<file path="config.mk">
export PLATFORM = sky130hd
export DESIGN_NAME = exu_top
export DESIGN_NICKNAME = d
export VERILOG_FILES = /design/src/rtl/exu_pkg.sv /design/src/rtl/exu_opsel.sv /design/src/rtl/exu_alu.sv /design/src/rtl/exu_top.sv
export SDC_FILE = /design/constraint.sdc
export NUM_CORES = 1
export LEC_CHECK = 0
export BUFFER_PORTS_ARGS = -buffer_cell sky130_fd_sc_hd__buf_4
export CAP_MARGIN = 10
export CORE_MARGIN = 10
export CORE_UTILIZATION = 24
export CTS_CLUSTER_SIZE = 30
export DETAILED_ROUTE_END_ITERATION = 10
export SLEW_MARGIN = 15
export SYNTH_ARGS = -nofsm -noshare
export SYNTH_HDL_FRONTEND = slang
export SYNTH_SLANG_ARGS = --single-unit
</file>
<file path="constraint.sdc">
create_clock -name clk -period 8.87 [get_ports clk]
set_input_delay 1.3305 -clock clk [delete_from_list [all_inputs] [get_ports clk]]
set_output_delay 1.3305 -clock clk [all_outputs]
set_load 0.005 [all_outputs]
</file>
<file path="src/rtl/exu_pkg.sv">
package exu_pkg;
  localparam int OP_W = 5;

  typedef enum logic [OP_W-1:0] {
    OP_ADD  = 5'd0,  OP_ADDU = 5'd1,  OP_SUB  = 5'd2,  OP_SUBU = 5'd3,
    OP_AND  = 5'd4,  OP_OR   = 5'd5,  OP_XOR  = 5'd6,
    OP_SLL  = 5'd7,  OP_SRL  = 5'd8,  OP_SRA  = 5'd9,
    OP_LHI  = 5'd10,
    OP_SLT  = 5'd11, OP_SGT  = 5'd12, OP_SLE  = 5'd13, OP_SGE  = 5'd14,
    OP_SEQ  = 5'd15, OP_SNE  = 5'd16,
    OP_SLTU = 5'd17, OP_SGTU = 5'd18, OP_SLEU = 5'd19, OP_SGEU = 5'd20
  } op_e;

  function automatic logic imm_is_signed(op_e o);
    return (o == OP_ADD) || (o == OP_SUB) || (o >= OP_SLT && o <= OP_SNE);
  endfunction

  function automatic logic is_setcond(op_e o);
    return (o >= OP_SLT) && (o <= OP_SGEU);
  endfunction
endpackage

</file>
<file path="src/rtl/exu_opsel.sv">
module exu_opsel
  import exu_pkg::*;
#(
  parameter int W  = 32,
  parameter int IW = 16
) (
  input  op_e            op,
  input  logic           use_imm,
  input  logic [W-1:0]   src_b,
  input  logic [IW-1:0]  imm,
  output logic [W-1:0]   opb,
  output logic           imm_sext_w
);
  localparam int XW = W - IW;

  assign imm_sext_w = use_imm && imm_is_signed(op);

  always_comb begin
    if (!use_imm)        opb = src_b;
    else if (imm_sext_w) opb = {{XW{imm[IW-1]}}, imm};
    else                 opb = {{XW{1'b0}}, imm};
  end

  // a zero-extended immediate never fills the upper bits
  always_comb begin
    if (use_imm && !imm_sext_w)
      assert_zext_upper_R9: assert (opb[W-1:IW] == '0);
  end
endmodule

</file>
<file path="src/rtl/exu_alu.sv">
module exu_alu
  import exu_pkg::*;
#(
  parameter int W  = 32,
  parameter int IW = 16
) (
  input  op_e           op,
  input  logic [W-1:0]  a,
  input  logic [W-1:0]  b,
  input  logic [IW-1:0] imm,
  output logic [W-1:0]  result,
  output logic          ovf_w,
  output logic          set_op_w
);
  localparam int SHW = $clog2(W);

  function automatic logic [W:0] addsub(logic [W-1:0] x, logic [W-1:0] y, logic sub);
    logic [W-1:0] yy;
    logic [W-1:0] s;
    logic         v;
    yy = sub ? ~y : y;
    s  = x + yy + {{(W-1){1'b0}}, sub};
    v  = (x[W-1] == yy[W-1]) && (s[W-1] != x[W-1]);
    return {v, s};
  endfunction

  function automatic logic relation(op_e o, logic [W-1:0] x, logic [W-1:0] y);
    logic lt_s, lt_u, eq;
    lt_s = $signed(x) < $signed(y);
    lt_u = x < y;
    eq   = (x == y);
    case (o)
      OP_SLT:  return lt_s;
      OP_SGT:  return !lt_s && !eq;
      OP_SLE:  return lt_s || eq;
      OP_SGE:  return !lt_s;
      OP_SEQ:  return eq;
      OP_SNE:  return !eq;
      OP_SLTU: return lt_u;
      OP_SGTU: return !lt_u && !eq;
      OP_SLEU: return lt_u || eq;
      OP_SGEU: return !lt_u;
      default: return 1'b0;
    endcase
  endfunction

  logic [W:0]     as_w;
  logic [SHW-1:0] sh_w;

  assign as_w     = addsub(a, b, (op == OP_SUB) || (op == OP_SUBU));
  assign sh_w     = b[SHW-1:0];
  assign set_op_w = is_setcond(op);
  assign ovf_w    = ((op == OP_ADD) || (op == OP_SUB)) && as_w[W];

  always_comb begin
    case (op)
      OP_ADD, OP_ADDU, OP_SUB, OP_SUBU: result = as_w[W-1:0];
      OP_AND: result = a & b;
      OP_OR:  result = a | b;
      OP_XOR: result = a ^ b;
      OP_SLL: result = a << sh_w;
      OP_SRL: result = a >> sh_w;
      OP_SRA: result = $unsigned($signed(a) >>> sh_w);
      OP_LHI: result = {imm, {(W-IW){1'b0}}};
      default: result = set_op_w ? {{(W-1){1'b0}}, relation(op, a, b)} : '0;
    endcase
  end
endmodule

</file>
<file path="src/rtl/exu_top.sv">
module exu_top
  import exu_pkg::*;
#(
  parameter int W   = 32,
  parameter int IW  = 16,
  parameter int NREG = 32,
  localparam int RW = $clog2(NREG)
) (
  input  logic            clk,
  input  logic            rst_n,
  input  logic            in_valid,
  input  logic [OP_W-1:0] op,
  input  logic            use_imm,
  input  logic [W-1:0]    src_a,
  input  logic [W-1:0]    src_b,
  input  logic [IW-1:0]   imm,
  input  logic [RW-1:0]   dest,
  output logic [W-1:0]    res,
  output logic            wr_en,
  output logic [RW-1:0]   wr_idx,
  output logic            ovf
);
  op_e          op_w;
  logic [W-1:0] opb_w;
  logic [W-1:0] alu_res_w;
  logic         alu_ovf_w;
  logic         set_op_w;
  logic         imm_sext_w;
  logic         dest_zero_w;

  assign op_w        = op_e'(op);
  assign dest_zero_w = (dest == '0);

  exu_opsel #(.W(W), .IW(IW)) opsel_i (
    .op(op_w), .use_imm(use_imm), .src_b(src_b), .imm(imm),
    .opb(opb_w), .imm_sext_w(imm_sext_w)
  );

  exu_alu #(.W(W), .IW(IW)) alu_i (
    .op(op_w), .a(src_a), .b(opb_w), .imm(imm),
    .result(alu_res_w), .ovf_w(alu_ovf_w), .set_op_w(set_op_w)
  );

  always_ff @(posedge clk) begin
    if (!rst_n) begin
      res    <= '0;
      wr_en  <= 1'b0;
      wr_idx <= '0;
      ovf    <= 1'b0;
    end else begin
      res    <= in_valid ? alu_res_w : '0;
      wr_en  <= in_valid && !dest_zero_w;
      wr_idx <= dest;
      ovf    <= in_valid && alu_ovf_w;
    end
  end

  assert_wr_nonzero_R10: assert property (@(posedge clk) disable iff (!rst_n)
    wr_en |-> (wr_idx != '0));

  assert_wr_needs_valid_R1: assert property (@(posedge clk) disable iff (!rst_n)
    !in_valid |=> (!wr_en && !ovf));

  assert_setcond_bool_R6: assert property (@(posedge clk) disable iff (!rst_n)
    (in_valid && set_op_w) |=> (res[W-1:1] == '0));

  assert_unsigned_no_ovf_R3: assert property (@(posedge clk) disable iff (!rst_n)
    (in_valid && (op_w == OP_ADDU || op_w == OP_SUBU)) |=> !ovf);

  assert_lhi_low_zero_R8: assert property (@(posedge clk) disable iff (!rst_n)
    (in_valid && op_w == OP_LHI) |=> (res[W-IW-1:0] == '0));
endmodule

</file>
==> flow_metrics.tcl <==
set metrics [dict create \
    clock.fmax_mhz 171.7 \
    synth_area_per_cell_um2 6.740 \
    fin_worst_hold_slack_ns 1.222 \
    placementRows 73 \
    port-buffer-count 132 \
    cts_tree "yes" \
    post_dp_cell_area_um2 11300 \
    grt_first_pass_wirelength_um 72090 \
    final_min_period_over_clock_period_pct 65.65 \
    grt_antenna_before_repair 2 \
    drv_cap 0 \
    layout-area-overhead-vs-synth_pct 17.12 \
    synth.cell_area_um2 9773 \
    cts_buffer_depth 2 \
    hp-class "primary input to register" \
    tritoncts.num_buffers 5 \
    crit_path_max_fo 36 \
    nets 1737 \
    synth_common_cells "nand2_1 (162), nor2_1 (132), o21ai_0 (130), ha_1 (127), a21oi_1 (107)" \
    setup_tns_ns 0 \
    ys_dominant_reg_cell "dfxtp_1" \
    grt_start_max_net_pins 70 \
    yosys.area.top_type "ha_1" \
    leakagePower_nw 5.227 \
    grtUsageMet2_pct 28.97 \
    vias_in_the_first_global_route 10850 \
    setup_viol 0 \
    synth_largest_type_area_fraction_pct 16.26 \
    fin_ws_ns 3.046 \
    grt_overflow 0 \
    wl_per_cell_um 23.95 \
    synthesis.nets 1672 \
    boundaryPins 133 \
    die-area_um2 49190 \
    place_congestion 0.9983 \
    antenna_left 0 \
    slew_headroom_pct 29.70 \
    powerDensity_nw_per_um2 96.02 \
    synth.distinct_cells 71 \
    netSwitchingPower_mw 0.5597 \
    tightestPinTransition_ns 1.054 \
    cts.htree.levels 2 \
    antenna_cells 0 \
    vdd_drop_max_mv 0.06386 \
    multi_input_comb_area_um2 8290 \
    detail_route.wirelength_um 48890 \
    cp_data_arrival_time_ns 6.06 \
    yosys.cell_count.top_type "nand2_1" \
    final.min_clock_period_ns 5.824 \
    power.sequential.fraction_pct 16.5 \
    filler_cell_count 4506 \
    post-dp-hpwl_um 38270 \
    vias_per_cell 5.727 \
    ys_async_sr_fraction_pct 0 \
    floorplan.initialDensity_pct 24.43 \
    synth.yosys.seq_area_share_pct 7.989 \
    area.sequential_um2 780.7 \
    cts.hold.buffers_added 0 \
    fp.coreArea_um2 40010 \
    critPathLaunchType "primary input" \
    floorplan.die.height_um 221.8 \
    grt_setup_unrepaired "false" \
    syn_inst 1450 \
    gr-usage-all-layers_pct 18.74 \
    finish.utilization_pct 28.61 \
    share_comb_of_total_power_pct 65.1 \
    timing.critical_path.required_ns 9.11 \
    yosys-top-cells-area "ha_1 (16%), mux2i_1 (9.4%), dfxtp_1 (8.0%), o21ai_0 (6.7%), nand2_1 (6.2%)" \
    internal-power_mw 0.5393 \
    timing_max_transition_violations_final 0 \
    floorplan.die.width_um 221.8 \
    cts_num_sinks 39 \
    cts_root_buffer "clkbuf_16" \
    post_cts_buffers 0 \
    post-route-drc-count 0 \
    grtUsageMet1_pct 25.60 \
    drive_gt1_share_pct 13.19 \
    cp-end-kind "register" \
    detailedPlace.worstSlack_ns 2.863 \
    p_sw_share_pct 50.93 \
    dr.pass1.iters 5 \
    clock_transition_at_the_registers_of_the_reported_paths_ns 0.08 \
    resized_cells_post_cts 0 \
    clock_power_share_pct 18.4 \
    dr_total_vias 11690 \
    finalHoldViolations 0 \
    ys_ff_latch 39 \
    outcome "complete, no violations" \
    grt.met3_usage_pct 3.322 \
    synth-edff-count 0 \
    ys.warnings.count 0 \
    post-route-cell-area_um2 11450 \
    first_iter_violations 1602 \
    global_route.peak_usage_layer "met2" \
    setup.worst_path.class "primary input to register" \
]
-- critical path: stages --
cell and delay, ns:
buf_4 0.46, mux2i_4 0.69, xnor2_1 0.22, inv_1 0.09, fa_1 0.41, nor2b_1 0.13
o21ai_1 0.08, a21boi_1 0.27, o21ai_0 0.17, a31oi_1 0.44, o21ai_1 0.22, o41ai_2 0.50
a221oi_1 0.23, or4_1 0.54, a41oi_1 0.23
-- cell type report --
class	count	area share, %
timing repair buffer	157	10.30
tap	525	5.739
clock buffer	5	1.093
inverter	105	3.443
clock inverter	3	0.1749
multi-input combinational	1207	72.43
sequential	39	6.821
-- final timing paths --
path | from | end | depth (start not counted)
setup / recovery | use_imm | res[30] | 15
hold / removal | dest[4] | wr_idx[4] | 2
-- cell usage in the layout (no fill, tap or decap), drive strengths merged, types with 8 or more instances in the layout --
cell    Yosys  final
inv       104    104
nand3      23     23
and2       13     13
o22ai      19     19
nand2     162    162
o21ai     135    135
and3       17     17
mux2       11     11
mux2i      93     93
nor4       11     11
nor2      132    132
o211ai     20     20
a221oi      8      8
a22oi      17     17
a21o       18     18
nor2b       9      9
nor3       27     27
xor2       26     26
o21bai      9      9
or3        15     15
nand2b     12     12
a31oi      38     38
o21a        9      9
ha        127    127
buf        19    157
a221o      18     18
dfxtp      39     39
a21oi     108    108
xnor2      21     21
a211oi     20     20
-- power by group through the flow --
| stage | clock (mW) | sequential [mW] | combinational [mW] |
|---|---|---|---|
| finish | 0.203 | 0.182 | 0.715 |
| global route | 0.213 | 0.182 | 0.770 |
| CTS | 0.209 | 0.182 | 0.694 |
| detailed placement | 0 | 0.186 | 0.690 |
| global placement | 0 | 0.186 | 0.689 |
| floorplan | 0 | 0.185 | 0.455 |
-- kinds of logic after synthesis --
kind of cell	count (synthesis)	synth area share, %
and+or+nand+nor	445	20.73
buffers and inverters	204	7.989
AOI/OAI and AO/OA	482	31.47
adders and majority gates	128	16.46
DFF	39	7.989
muxes	105	11.15
xor gates and xnor gates	47	4.212
-- routing by layer --
metal / part of all wire, % / vias up
met5: 0.070 / -
met3: 8.9 / 87
met4: 3.2 / 4
met1: 44 / 5592
li1: - / 5365
met2: 44 / 640
-- registers in the layout, summed over array words and instances (netlist names) --
signal	count
wr_en	1
wr_idx	5
res	32
ovf	1
-- metrics by stage --
stage                     std cells  total power, mW
after floorplan                1450           0.6403
after global placement         2033           0.8754
after detailed placement       2033           0.8759
after CTS                      2041            1.085
after global routing           2041            1.165
final                          2041            1.099
Note: power is estimated with default switching activity, not from simulation.
